### src/rtl/hla_pkg.sv
package hla_pkg;
  localparam int unsigned DATA_W_DEF = 32;
  localparam int unsigned GRP_W_DEF  = 4;

  typedef struct packed {
    logic zero;
    logic neg;
    logic ovf_s;
    logic ovf_u;
  } flags_t;
endpackage

### src/rtl/hla_opnd_mux.sv
module hla_opnd_mux #(
  parameter int unsigned W = 32
) (
  input  logic [W-1:0] y_i,
  input  logic         inv_i,
  output logic [W-1:0] q_o
);
  assign q_o = y_i ^ {W{inv_i}};
endmodule

### src/rtl/hla_cla_group.sv
module hla_cla_group #(
  parameter int unsigned GW = 4
) (
  input  logic [GW-1:0] a_i,
  input  logic [GW-1:0] b_i,
  input  logic          c_i,
  output logic [GW-1:0] s_o,
  output logic          c_o
);
  logic [GW-1:0] gen, prop, hsum;
  logic [GW:0]   cy;

  // flat sum-of-products per carry: no ripple inside the group
  function automatic logic [GW:0] la_carries(input logic [GW-1:0] g,
                                             input logic [GW-1:0] p,
                                             input logic          ci);
    logic [GW:0] c;
    logic        term;
    c    = '0;
    c[0] = ci;
    for (int k = 1; k <= int'(GW); k++) begin
      term = ci;
      for (int j = 0; j < k; j++) term = term & p[j];
      c[k] = term;
      for (int i = 0; i < k; i++) begin
        term = g[i];
        for (int j = i + 1; j < k; j++) term = term & p[j];
        c[k] = c[k] | term;
      end
    end
    return c;
  endfunction

  assign gen  = a_i & b_i;
  assign prop = a_i | b_i;
  assign hsum = a_i ^ b_i;
  assign cy   = la_carries(gen, prop, c_i);
  assign s_o  = hsum ^ cy[GW-1:0];
  assign c_o  = cy[GW];


  always_comb begin
    grp_sum_chk: assert ({c_o, s_o} == ({1'b0, a_i} + {1'b0, b_i} + {{GW{1'b0}}, c_i}))
      else $error("group sum mismatch");
  end
endmodule

### src/rtl/hla_flag_unit.sv
module hla_flag_unit import hla_pkg::*; #(
  parameter int unsigned W = 32
) (
  input  logic [W-1:0] res_i,
  input  logic         c_out_i,
  input  logic         c_msb_i,
  input  logic         sub_i,
  input  logic         a_msb_i,
  input  logic         b_msb_i,
  output flags_t       flags_o
);
  localparam int unsigned MSB = W - 1;

  assign flags_o.zero  = ~|res_i;
  assign flags_o.neg   = res_i[MSB];
  assign flags_o.ovf_s = c_msb_i ^ c_out_i;
  assign flags_o.ovf_u = c_out_i ^ sub_i;


  always_comb begin
    ovf_s_chk: assert (flags_o.ovf_s == ((a_msb_i == b_msb_i) && (res_i[MSB] != a_msb_i)))
      else $error("signed overflow mismatch");
  end
endmodule

### src/rtl/hla_addsub.sv
module hla_addsub import hla_pkg::*; #(
  parameter int unsigned DATA_W = DATA_W_DEF,
  parameter int unsigned GRP_W  = GRP_W_DEF
) (
  input  logic [DATA_W-1:0] x_i,
  input  logic [DATA_W-1:0] y_i,
  input  logic              sub_i,
  output logic [DATA_W-1:0] res_o,
  output logic              carry_o,
  output logic              ovf_u_o,
  output logic              ovf_s_o,
  output logic              zero_o,
  output logic              neg_o
);
  localparam int unsigned NUM_GRP = DATA_W / GRP_W;
  localparam int unsigned MSB     = DATA_W - 1;

  logic [DATA_W-1:0]  q;
  logic [NUM_GRP:0]   c_grp;
  logic               c_msb_in;
  flags_t             flg;

  hla_opnd_mux #(.W(DATA_W)) u_mux (
    .y_i  (y_i),
    .inv_i(sub_i),
    .q_o  (q)
  );

  assign c_grp[0] = sub_i;

  for (genvar g = 0; g < NUM_GRP; g++) begin : g_grp
    localparam int unsigned HI = (g + 1) * GRP_W;
    logic [HI:0] ref_sum;

    hla_cla_group #(.GW(GRP_W)) u_grp (
      .a_i(x_i[g*GRP_W +: GRP_W]),
      .b_i(q[g*GRP_W +: GRP_W]),
      .c_i(c_grp[g]),
      .s_o(res_o[g*GRP_W +: GRP_W]),
      .c_o(c_grp[g+1])
    );

    assign ref_sum = {1'b0, x_i[HI-1:0]} + {1'b0, q[HI-1:0]} + {{HI{1'b0}}, sub_i};


    always_comb begin
      grp_carry_chk: assert ({c_grp[g+1], res_o[HI-1:0]} == ref_sum)
        else $error("inter-group carry mismatch");
    end
  end

  // carry into the MSB recovered from its sum bit
  assign c_msb_in = x_i[MSB] ^ q[MSB] ^ res_o[MSB];

  hla_flag_unit #(.W(DATA_W)) u_flags (
    .res_i  (res_o),
    .c_out_i(c_grp[NUM_GRP]),
    .c_msb_i(c_msb_in),
    .sub_i  (sub_i),
    .a_msb_i(x_i[MSB]),
    .b_msb_i(q[MSB]),
    .flags_o(flg)
  );

  assign carry_o = c_grp[NUM_GRP];
  assign ovf_u_o = flg.ovf_u;
  assign ovf_s_o = flg.ovf_s;
  assign zero_o  = flg.zero;
  assign neg_o   = flg.neg;


  always_comb begin
    ovf_u_chk: assert (ovf_u_o == (sub_i ? (x_i < y_i)
                                         : (({1'b0, x_i} + {1'b0, y_i}) > {1'b0, {DATA_W{1'b1}}})))
      else $error("unsigned overflow mismatch");
  end


  always_comb begin
    zero_chk: assert (zero_o == (sub_i ? (x_i == y_i) : ((x_i + y_i) == '0)))
      else $error("zero flag mismatch");
  end
endmodule

### config.mk
export PLATFORM = sky130hd
export DESIGN_NAME = hla_addsub
export DESIGN_NICKNAME = d
export VERILOG_FILES = /design/src/rtl/hla_pkg.sv /design/src/rtl/hla_opnd_mux.sv /design/src/rtl/hla_cla_group.sv /design/src/rtl/hla_flag_unit.sv /design/src/rtl/hla_addsub.sv
export SDC_FILE = /design/constraint.sdc
export NUM_CORES = 1
export LEC_CHECK = 0
export BUFFER_PORTS_ARGS = -buffer_cell sky130_fd_sc_hd__buf_2
export CAP_MARGIN = 15
export CORE_MARGIN = 1.5
export CORE_UTILIZATION = 50
export DETAILED_ROUTE_END_ITERATION = 12
export MAX_ROUTING_LAYER = met4
export PLACE_DENSITY = 0.88
export SYNTH_ARGS = -nofsm -noshare
export SYNTH_HDL_FRONTEND = slang
export SYNTH_SLANG_ARGS = --single-unit
### constraint.sdc
create_clock -name vclk -period 12.25
set_input_delay 1.225 -clock vclk [all_inputs]
set_output_delay 1.225 -clock vclk [all_outputs]
set_load 0.005 [all_outputs]
==> flow_summary.ini, run 1 <==
[run_status]
status = finished clean

[grt]
use_met3_pct = 1.22
grt_busiest_layer = met2
grt_usage_pct = 23.5
grt_pass1_vias = 2513
grt_util_met1_pct = 27.0
use_met2_pct = 43.9
grt_pass1_wl_um = 10200
antenna_found_initial = 0
grt_max_degree = 37
overflow = 0

[critical_path]
cp-end-kind = output port
crit_start = sub_i
startpoint_type = input pin
cp.required_ns = 11.02
path_class = input pin to output port
cp_max_fo = 36
worstPathArrival_ns = 6.81

[cells_and_area]
final_cell_mix = buf_2 (102), inv_1 (88), ha_1 (64), xor2_1 (42), nor2_1 (17)
final_common_cell = buf_2
fillers = 412
register_area_um2 = 0
fin_util_pct = 65.0
drive_gt1_share_pct = 28.1
design.seq.count = 0
nClkBuffers = 0
area_delta_synth_final_pct = 22.3
final_nets = 569
n_antenna_cell = 0

[power]
netSwitchingPower_mw = 0.118
p_int_mw = 0.0955
cellLeakagePower_nw = 1.83
p_clk_share_pct = 0
comb_power_share_pct = 100.0
ir_drop_v = 0.0000435
seq_power_share_pct = 0
powerDensity_mw_per_mm2 = 68.3
p_sw_share_pct = 55.3

[yosys]
seq_area_frac_synth_pct = 0
syn_nets = 470
netlist_instances = 334
syn-cell-area_mm2 = 0.00256
ys_warn_count = 0
postSynthAreaPerCell_um2 = 7.67
synth.distinct_cells = 55

[die]
start_util_pct = 53.2
dieArea_mm2 = 0.00556
core_region_area_mm2 = 0.00482
die_x_um = 74.6
pin_count = 102
row_count = 25
die_y_um = 74.6

[run]
cap_violations = 0

[sta]
timing.slew.headroom_pct = 35.4
slew_viol_final = 0
finalHoldViolCount = 0
fin_crit_sh_pct = 65.6
setup_tns_ns = 0
rsz0062_at_grt = no
worstMarginPinSlew_ns = 0.968
min_period_ns = 8.04
max_freq_mhz = 124
finalSetupViolCount = 0

[place]
globalplace.congestion = 0.940
io_buffers = 102
post-dp-hpwl_um = 5630

[route]
wire_per_inst_um = 12.4
ant_nets = 0
drt_iter0_markers = 74
dr_total_vias = 2470
route.detailed.drc = 0
firstDrtPassIters = 4
vias_per_cell = 4.96
wl_um = 6160

[clock_tree]
hold_buffers = 0
post_cts_buffers = 0
ctsResizeCount = 0

[min_path]
min_from = x_i[0]
worstHoldPathType = input pin to output port
critical path, stage by stage:
cell,delay (ns)
buf_2,0.72
xor2_1,0.25
inv_1,0.11
ha_1,0.20
or3b_4,0.24
a31oi_4,0.08
a311oi_1,0.50
nor3_2,0.13
o41ai_2,0.50
a21oi_2,0.17
o21bai_1,0.21
inv_1,0.08
fa_1,0.38
xnor2_1,0.15
nor4_1,0.32
nand4b_1,0.13
or4_1,0.44
nor3_2,0.13
nand4bb_1,0.12
or4b_1,0.49
nor3_2,0.10
buf_2,0.13
metal layers:
metal  up-vias  wire length (um)
met5         -                 0
met4         0               191
met3        19               345
met2        87              3070
met1      1110              2550
li1       1254                 -
area by class of cell:
cell class,instances,area [um2],share of cell area (%)
multi-input cells,241,2210,70.5
repair buffers,102,510,16.3
well taps,67,83.8,2.68
inverters,88,330,10.5
Yosys cell counts, types with 2 or more instances:
library cell	count	area [um2]
buf_1	3	11.3
o21ai_1	2	10.0
nor3_2	5	50.1
o21bai_1	4	30.0
nand2_1	6	22.5
o21ai_0	2	10.0
nand4b_1	2	17.5
nand2b_1	2	12.5
inv_1	88	330
or4_1	2	15.0
a31oi_1	2	12.5
o31ai_2	2	25.0
nor3_1	10	50.1
nor2b_1	6	37.5
nor4_1	4	25.0
fa_1	7	140
or2_2	2	12.5
nor4b_1	2	17.5
xnor2_1	15	131
xor2_1	42	368
ha_1	64	801
nor3b_1	2	15.0
nand4_1	2	12.5
nor2_1	17	63.8
a21oi_1	11	55.1
power by group through the flow:
stage,sequential (mW),combinational [mW],clock (mW)
after global routing,0,0.239,0
after floorplan,0,0.133,0
final,0,0.214,0
after CTS,0,0.214,0
after global placement,0,0.209,0
after detailed placement,0,0.213,0
per-stage QoR:
| step | power [mW] | hold WS, ns | worst slack (ns) | area [um2] | instances |
|---|---|---|---|---|---|
| after detailed placement | 0.213 | 2.92 | 4.23 | 3130 | 498 |
| final | 0.214 | 2.91 | 4.21 | 3130 | 498 |
| after global placement | 0.209 | 2.93 | 4.48 | 3130 | 498 |
| after floorplan | 0.133 | 2.65 | 4.96 | 2560 | 334 |
| after global routing | 0.239 | 2.97 | 3.71 | 3130 | 498 |
| after CTS | 0.214 | 2.92 | 4.23 | 3130 | 498 |
final timing paths:
kind        to  slack (ns)  cells after the start
max     zero_o        4.21                     22
min   res_o[1]        2.91                      4
logic make-up (layout without fill, tap and decap cells):
logic type	count (synthesis)	in the layout	share of synthesized area, %
AND/OR/NAND/NOR	70	70	16.4
adder cells (fa/ha/maj)	71	71	36.7
multiplexers	2	2	0.830
XOR/XNOR	57	57	19.5
AO/OA/AOI/OAI	41	41	12.8
buffers and inverters	93	190	13.8
Note: power is estimated with default switching activity, not from simulation.
==> run 2: changes to the inputs <==
--- a/config.mk
+++ b/config.mk
@@ -8,10 +8,10 @@
 export BUFFER_PORTS_ARGS = -buffer_cell sky130_fd_sc_hd__buf_2
 export CAP_MARGIN = 15
 export CORE_MARGIN = 1.5
-export CORE_UTILIZATION = 50
+export CORE_UTILIZATION = 47
 export DETAILED_ROUTE_END_ITERATION = 12
 export MAX_ROUTING_LAYER = met4
-export PLACE_DENSITY = 0.88
+export PLACE_DENSITY = 0.87
 export SYNTH_ARGS = -nofsm -noshare
 export SYNTH_HDL_FRONTEND = slang
 export SYNTH_SLANG_ARGS = --single-unit
==> constraint.sdc (replaced) <==
create_clock -name vclk -period 6.7
set_input_delay 0.67 -clock vclk [all_inputs]
set_output_delay 0.67 -clock vclk [all_outputs]
set_load 0.005 [all_outputs]
==> flow_summary.ini, run 2 (same netlist as run 1, synthesis figures left out) <==
[place]
dp_cells = 504
io_buffers = 102
post-dp-hpwl_um = 5890
globalplace.congestion = 0.898

[sta]
slew_viol_final = 0
min_period_ns = 6.28
fin_crit_sh_pct = 93.7
max_freq_mhz = 159
timing.slew.headroom_pct = 66.3
setup_tns_ns = 0
worstMarginPinSlew_ns = 0.501
finalSetupViolCount = 0
whs_ns = 1.81
rsz0062_at_grt = no
finalHoldViolCount = 0

[cells_and_area]
design.seq.count = 0
fin_util_pct = 61.7
final_cell_mix = buf_2 (101), inv_1 (88), ha_1 (64), xor2_1 (42), nor2_1 (17)
final_cell_count_no_fill = 505
area_delta_synth_final_pct = 24.6
n_antenna_cell = 0
register_area_um2 = 0
final_common_cell = buf_2
final_nets = 573
nClkBuffers = 0
drive_gt1_share_pct = 29.0

[die]
pin_count = 102
die_y_um = 76.8
start_util_pct = 49.5
core_region_area_mm2 = 0.00517
dieArea_mm2 = 0.00590
row_count = 26
die_x_um = 76.8

[critical_path]
cp-end-kind = output port
cp.required_ns = 6.03
cp_cell_sequence = buf_6, buf_4, xor2_1, inv_1, ha_1, nor3b_1, nor3_2, o211ai_1, o22ai_1, o41ai_2, a21oi_2, o21bai_1, inv_1, fa_1, xnor2_1, nor4_1, nand4b_1, or4_1, nor3_2, nand4bb_1, or4b_1, nor3_2, buf_2
cp_max_fo = 18
startpoint_type = input pin
worstPathArrival_ns = 5.61
path_class = input pin to output port
crit_slowest_cell = o41ai_2
path_buf_inv = 5
cp_slowest_stage_delay_ns = 0.52
cp_top_family = simple AND/OR/NAND/NOR gates
path_common_cell = nor3_2

[route]
route.detailed.drc = 0
firstDrtPassIters = 4
dr_total_vias = 2577
wire_per_inst_um = 12.9
wl_um = 6500
vias_per_cell = 5.10
ant_nets = 0
drt_iter0_markers = 61

[run]
cap_violations = 0

[grt]
overflow = 0
grt_pass1_wl_um = 10800
grt_max_degree = 19
grt_usage_pct = 22.2
antenna_found_initial = 0
grt_pass1_vias = 2635

[power]
ir_drop_v = 0.0000633
powerDensity_mw_per_mm2 = 126
finalPower_mw = 0.401
cellLeakagePower_nw = 1.85

[clock_tree]
hold_buffers = 0

[run_status]
status = finished clean

[min_path]
worstHoldPathType = input pin to output port
-- run 2: timing repair --
action | 4_1_cts | 5_1_grt
endpoints found under the setup margin | 0 | 1
setup buffers | 0 | 1
gates resized for setup | 0 | 6
-- run 2: path summary, 6_finish.rpt --
path	start	endpoint	cells after the start
min	x_i[0]	res_o[1]	4
max	sub_i	zero_o	23
-- run 2: layout make-up --
type | instances | area (um2)
multi-input cells | 241 | 2220
fillers | 460 | 1980
repair buffers | 106 | 551
inverters | 88 | 330
well taps | 70 | 87.6
-- run 2: where the power goes --
| group | internal [mW] | switching, mW |
|---|---|---|
| Combinational | 0.180 | 0.221 |
| Clock | 0 | 0 |
| Sequential | 0 | 0 |
| Total | 0.180 | 0.221 |
-- run 2: layer usage --
layer	track usage, %	vias to the layer above	wire length, um
met5	-	-	0
met3	2.26	22	271
li1	-	1259	-
met2	40.5	85	3340
met1	24.3	1211	2640
met4	9.07	0	240
-- run 2: stage by stage --
stage	cell area, um2	setup WS [ns]
2_1_floorplan	2560	0.520
3_3_place_gp	3160	0.354
3_5_place_dp	3160	0.135
4_1_cts	3160	0.134
5_1_grt	3190	0.0233
6_report	3190	0.420
